==> config.mk <==
export PLATFORM = sky130hd
export DESIGN_NAME = mwin_prio_sel
export DESIGN_NICKNAME = d
export VERILOG_FILES = /design/src/rtl/win_sel_pkg.sv /design/src/rtl/win_lane_check.sv /design/src/rtl/win_prio_pick.sv /design/src/rtl/mwin_prio_sel.sv
export SDC_FILE = /design/constraint.sdc
export NUM_CORES = 1
export LEC_CHECK = 0
export BUFFER_PORTS_ARGS = -buffer_cell sky130_fd_sc_hd__buf_4
export CAP_MARGIN = 15
export CORE_ASPECT_RATIO = 0.75
export CORE_MARGIN = 2
export CORE_UTILIZATION = 39
export DETAILED_ROUTE_END_ITERATION = 10
export HOLD_SLACK_MARGIN = 0.03
export PLACE_DENSITY_LB_ADDON = 0.3
export SYNTH_ARGS = -nofsm -noshare
export SYNTH_HDL_FRONTEND = slang
export SYNTH_SLANG_ARGS = --single-unit
==> constraint.sdc <==
create_clock -name clk -period 1.26 [get_ports clk]
set_clock_uncertainty 0.2 [all_clocks]
set_input_delay 0.063 -clock clk [delete_from_list [all_inputs] [get_ports clk]]
set_output_delay 0.063 -clock clk [all_outputs]
set_load 0.05 [all_outputs]
==> src/rtl/win_sel_pkg.sv <==
package win_sel_pkg;
    // Nested window lanes, smallest first: 3x3, 5x5, 7x7, 9x9.
    localparam int unsigned WIN_LANES = 4;
    localparam int unsigned PIX_W_DEF = 8;
    localparam int unsigned CH_DEF    = 3;

    // Side length of the square window served by a lane.
    function automatic int unsigned win_side(input int unsigned lane);
        return 3 + 2 * lane;
    endfunction
endpackage

==> src/rtl/win_lane_check.sv <==
module win_lane_check #(
    parameter int unsigned LANES = win_sel_pkg::WIN_LANES
) (
    input  logic [LANES-1:0] vld,
    output logic             accept,
    output logic             mismatch
);
    always_comb begin
        accept   = &vld;
        mismatch = (|vld) & ~(&vld);
    end
endmodule

==> src/rtl/win_prio_pick.sv <==
module win_prio_pick #(
    parameter int unsigned PIX_W = win_sel_pkg::PIX_W_DEF,
    parameter int unsigned LANES = win_sel_pkg::WIN_LANES
) (
    input  logic [LANES*PIX_W-1:0] cand,
    input  logic [LANES-1:0]       all_noisy,
    output logic [LANES-1:0]       grant,
    output logic [PIX_W-1:0]       pix,
    output logic                   none
);
    // Walk from the largest window down, so the smallest usable one wins last.
    always_comb begin
        grant = '0;
        pix   = '0;
        none  = 1'b1;
        for (int l = LANES - 1; l >= 0; l--) begin
            if (!all_noisy[l]) begin
                grant    = '0;
                grant[l] = 1'b1;
                pix      = cand[l*PIX_W +: PIX_W];
                none     = 1'b0;
            end
        end
    end
endmodule

==> src/rtl/mwin_prio_sel.sv <==
module mwin_prio_sel #(
    parameter int unsigned PIX_W  = win_sel_pkg::PIX_W_DEF,
    parameter int unsigned NUM_CH = win_sel_pkg::CH_DEF
) (
    input  logic                                           clk,
    input  logic                                           rst_n,
    input  logic [win_sel_pkg::WIN_LANES-1:0]              lane_vld,
    input  logic [NUM_CH*win_sel_pkg::WIN_LANES-1:0]       lane_all_noisy,
    input  logic [NUM_CH*win_sel_pkg::WIN_LANES*PIX_W-1:0] lane_cand,
    input  logic [NUM_CH*PIX_W-1:0]                        ctr_pix,
    input  logic [NUM_CH-1:0]                              ctr_noisy,
    output logic                                           out_vld,
    output logic [NUM_CH*PIX_W-1:0]                        out_pix,
    output logic [NUM_CH-1:0]                              out_unres,
    output logic                                           out_err
);
    localparam int unsigned LANES = win_sel_pkg::WIN_LANES;
    localparam int unsigned GRP_W = LANES * PIX_W;

    typedef struct packed {
        logic                         vld;
        logic                         err;
        logic [NUM_CH-1:0]            unres;
        logic [NUM_CH-1:0][PIX_W-1:0] pix;
    } st_t;

    st_t st_d, st_q;

    logic                         accept, mismatch;
    logic [NUM_CH-1:0][LANES-1:0] pick_oh;
    logic [NUM_CH-1:0][PIX_W-1:0] pick_pix;
    logic [NUM_CH-1:0]            pick_none;

    win_lane_check #(.LANES(LANES)) u_chk (
        .vld      (lane_vld),
        .accept   (accept),
        .mismatch (mismatch)
    );

    for (genvar ch = 0; ch < NUM_CH; ch++) begin : g_ch
        win_prio_pick #(.PIX_W(PIX_W), .LANES(LANES)) u_pick (
            .cand      (lane_cand[ch*GRP_W +: GRP_W]),
            .all_noisy (lane_all_noisy[ch*LANES +: LANES]),
            .grant     (pick_oh[ch]),
            .pix       (pick_pix[ch]),
            .none      (pick_none[ch])
        );

        // a granted lane never has its all-noisy flag set
        a_r2_grant_usable: assert property (@(posedge clk) disable iff (!rst_n)
            (pick_oh[ch] & lane_all_noisy[ch*LANES +: LANES]) == '0);
        // at most one lane granted
        a_r2_grant_onehot: assert property (@(posedge clk) disable iff (!rst_n)
            $onehot0(pick_oh[ch]));
        // a clean centre passes through one cycle later
        a_r3_clean_pass: assert property (@(posedge clk) disable iff (!rst_n)
            (&lane_vld && !ctr_noisy[ch]) |=>
            out_pix[ch*PIX_W +: PIX_W] == $past(ctr_pix[ch*PIX_W +: PIX_W]));
        // the unresolved bit is sticky
        a_r4_sticky: assert property (@(posedge clk) disable iff (!rst_n)
            out_unres[ch] |=> out_unres[ch]);
    end

    always_comb begin
        st_d     = st_q;
        st_d.vld = accept;
        st_d.err = mismatch;
        if (accept) begin
            for (int ch = 0; ch < NUM_CH; ch++) begin
                if (!ctr_noisy[ch]) begin
                    st_d.pix[ch] = ctr_pix[ch*PIX_W +: PIX_W];
                end else if (pick_none[ch]) begin
                    st_d.pix[ch]   = ctr_pix[ch*PIX_W +: PIX_W];
                    st_d.unres[ch] = 1'b1;
                end else begin
                    st_d.pix[ch] = pick_pix[ch];
                end
            end
        end
    end

    always_ff @(posedge clk) begin
        if (!rst_n) st_q <= '0;
        else        st_q <= st_d;
    end

    assign out_vld   = st_q.vld;
    assign out_err   = st_q.err;
    assign out_unres = st_q.unres;
    assign out_pix   = st_q.pix;

    // aligned lanes yield a valid output on the next cycle
    a_r1_latency: assert property (@(posedge clk) disable iff (!rst_n)
        (&lane_vld) |=> out_vld);
    // partial strobes raise the error flag and suppress valid
    a_r5_mismatch: assert property (@(posedge clk) disable iff (!rst_n)
        ((|lane_vld) && !(&lane_vld)) |=> (out_err && !out_vld));
    // output pixel holds when nothing is accepted
    a_r8_hold: assert property (@(posedge clk) disable iff (!rst_n)
        !(&lane_vld) |=> $stable(out_pix));
endmodule

==> flow_summary.rst <==
.. list-table::
   :header-rows: 1

   * - Metric
     - Value
   * - Post-synthesis adder-cell area fraction
     - 0%
   * - Post-layout instance area
     - 4080 um^2
   * - Number of distinct library cell variants in the gate-level netlist after synthesis
     - 28
   * - Netlist area before placement
     - 2070 um^2
   * - Fraction of met2 tracks used by global routing
     - 50.6%
   * - Mean area per synthesized cell
     - 7.15 um^2
   * - Compound-cell area share of the yosys netlist
     - 32.6%
   * - Dominant cell type by area after synthesis
     - dfxtp_1
   * - Cell with the most instances after synthesis
     - o21ai_1
   * - Clock edge transition at the registers on the reported setup and hold paths
     - 0.07 ns
   * - Outcome
     - finished, violations left
   * - Dominant combinational cell family by area after synthesis
     - compound AO/OA/AOI/OAI gates
   * - Met1 track demand over resource in global routing
     - 34.0%
   * - Total of max-cap violations
     - 0
   * - Top-level I/O count
     - 170
   * - DPL Wire Length
     - 6.05 mm
   * - Portion of the post-synthesis area used by sequential elements
     - 28.1%
   * - Pin count of the biggest net entering global routing
     - 26
   * - First-pass GRT wire length
     - 12.8 mm
   * - Yosys Warn Count
     - 0
   * - Buffers from clock root to sink, at most
     - 2
   * - Hold Crit Depth
     - 2
   * - Buffer type at the clock tree root
     - clkbuf_8
   * - Count of flip-flops with a built-in enable after synthesis
     - 0
   * - Failing checks
     - negative hold slack
   * - Initial cell density of the core
     - 41.3%
   * - Slack of the worst reg-to-reg path
     - 0.42 ns
   * - FMAX
     - 0.800 GHz
   * - Residual DRC count
     - 0
   * - Antenna Violating Nets Remaining
     - 0
   * - Rows
     - 22
   * - Met3 Use GR
     - 6.07%
   * - Share of cell area taken by muxes after synthesis
     - 0%
   * - Clk sink count
     - 29
   * - CP max FO
     - 1
   * - Sort of element at the end of the critical path
     - flip-flop
   * - Period Utilization, post-route
     - 99.2%
   * - Maximum vdd drop
     - 0.475 mV
   * - Xor/xnor share of the synthesized area
     - 0%
   * - Leading cell types by count after synthesis
     - o21ai_1, nand2_1, nor2_1
   * - Share of cells above drive strength 1
     - 40.3%
   * - Area taken by multi-input logic gates
     - 1260 um^2
   * - Routing layer with the top usage in global route
     - met2
   * - Number of buffers inserted during clock tree synthesis
     - 5
   * - Post-Synthesis Net Count
     - 430
   * - Power per cell area
     - 727 nW/um^2
   * - Routed wire length
     - 8.55 mm
   * - Share of the core filled with cells in the final layout
     - 81.4%
   * - Dominant register cell in the synthesized netlist
     - dfxtp_1
   * - Fraction of post-synthesis cell area in the top cell type by area
     - 28.1%
   * - DR vias
     - 3,009
   * - Final worst setup slack
     - 0.00965 ns
   * - First-pass iteration count of the detailed router
     - 5
   * - Synthesized-area fraction occupied by and/or/nand/nor cells
     - 26.5%
   * - Fill cell count
     - 360
   * - Flip-flop and latch count after synthesis
     - 29
   * - Final critical-path required period
     - 1.25 ns
   * - All-layer global routing usage
     - 28.2%
   * - Placer's final routability congestion estimate
     - 0.874
   * - Hold_ws
     - -0.159 ns
   * - Setup total negative slack
     - 0 ns
   * - Number of input and output port buffers inserted
     - 169
   * - Average via count per standard cell
     - 5.12
   * - First-iteration detailed-routing DRC count
     - 144
   * - Floorplan core area
     - 5010 um^2
   * - Worst setup SP type
     - input port
   * - Routed wirelength normalized by instance count
     - 14.5 um
   * - Diodes inserted
     - 0
   * - Top post-synthesis cells by area
     - dfxtp_1, o21ai_1, nand2_1, a221oi_1, o221ai_1
   * - Critical path data arrival time
     - 1.21 ns
   * - Area growth from synthesis to layout
     - 97.3%
   * - Transition time of the tightest slew-check pin
     - 0.463 ns
   * - Die ar.
     - 5900 um^2
   * - Die Y
     - 67.0 um
   * - Via count of the first global-routing pass
     - 2,770
   * - Endpoint required time on the critical path
     - 1.22 ns
   * - Placed standard-cell area
     - 3390 um^2
   * - Setup violators final
     - 0
   * - Number of setup buffers added after CTS
     - 0
   * - Clock H-tree levels
     - 2
   * - Worst reg2reg path depth
     - 2
   * - Register area
     - 581 um^2
   * - Setup slack at placement
     - -0.116 ns
   * - Horiz. Die Dim
     - 88.1 um
   * - Final hold viol count
     - 4
   * - Max-slew violation count
     - 0
   * - Leak pwr
     - 1.91 nW
   * - Insertion delay of the later-clocked pin in the worst-skew pair
     - 0.28 ns
   * - Fin nets
     - 656
   * - Share of flip-flops with an asynchronous set or reset
     - 0%
   * - Initial antenna violation count
     - 0
   * - Clock tree from TritonCTS
     - built
   * - Overflow after GRT
     - 0
   * - Category of the critical setup timing path
     - input port to flip-flop
   * - Post-synthesis instance total
     - 289
   * - Max-Slew Margin vs Limit
     - 69.1%
   * - Class of the tightest hold or removal check
     - input port to flip-flop
==> routing by layer <==
metal,up-vias,wire length (um)
met4,0,164
li1,1486,-
met5,-,0
met1,1370,3440
met2,139,4360
met3,14,582
==> repair_timing <==
| item | CTS | global route |
|---|---|---|
| gates resized for setup | 0 | 5 |
| hold buffers | 53 | 1 |
| endpoints found under the hold margin | 29 | 8 |
| setup endpoints to repair | 0 | 5 |
==> cell families (layout without fill, tap and decap cells) <==
kind of cell | count (synthesis) | after routing
DFF | 29 | 29
AOI/OAI and AO/OA | 104 | 104
and+or+nand+nor | 112 | 112
buffers and inverters | 44 | 271
==> cell type report <==
cell class | count | share of cell area, %
Clock buffer | 6 | 2.03
Sequential cell | 29 | 14.2
Inverter | 21 | 1.93
Clock inverter | 2 | 0.921
Timing Repair Buffer | 242 | 47.9
Multi-Input combinational cell | 216 | 30.8
Tap cell | 72 | 2.21
==> cell usage in the layout (no fill, tap or decap) <==
cell type	netlist	routed
and2_4	1	1
nor2b_2	0	1
nor3_1	5	5
bufinv_16	0	1
o221ai_1	14	14
o221ai_2	1	1
and4_4	1	1
a221oi_1	15	10
buf_4	6	188
clkinvlp_4	0	1
o21ai_1	47	47
nor2_1	30	30
and2_0	2	2
and2_1	1	1
o21ai_0	9	9
dlygate4sd3_1	0	54
nand2_1	42	42
nand3b_1	9	9
and2b_1	2	2
nand4_1	1	1
o21ai_2	1	1
a211oi_1	4	4
clkbuf_8	0	6
nand4_2	2	2
o41a_1	1	1
a221oi_2	0	5
nor2b_1	7	6
a31oi_1	12	12
dfxtp_1	29	29
nand2b_1	9	9
inv_1	21	21
==> critical path, stage by stage <==
cell and delay [ns]:
dlygate4sd3_1 0.53, buf_4 0.13, a221oi_1 0.36, o21ai_1 0.12
==> registers in the layout, indices dropped and copies added (netlist names) <==
name	count
out_pix	24
out_vld	1
out_err	1
out_unres	3
==> power by group <==
part           internal (W)  total (W)  switching [W]
sequential         0.000939   0.000951      0.0000116
combinational      0.000568    0.00100       0.000432
clock              0.000642    0.00101       0.000371
==> stage by stage <==
| stage | cells | total power (W) | hold slack [ns] |
|---|---|---|---|
| global placement | 526 | 0.00179 | 0.0926 |
| finish | 588 | 0.00296 | -0.159 |
| detailed placement | 526 | 0.00180 | 0.0948 |
| CTS | 587 | 0.00294 | -0.157 |
| global route | 588 | 0.00309 | -0.160 |
| floorplan | 289 | 0.00136 | -0.0143 |
==> worst paths after layout <==
path / start / to
max: lane_cand[66] / out_pix[18]$_SDFFE_PN0P_
min: rst_n / out_unres[1]$_SDFFE_PN0P_
max reg2reg: out_unres[2]$_SDFFE_PN0P_ / out_unres[2]$_SDFFE_PN0P_
min reg2reg: out_pix[8]$_SDFFE_PN0P_ / out_pix[8]$_SDFFE_PN0P_
Note: power is estimated with default switching activity, not from simulation.
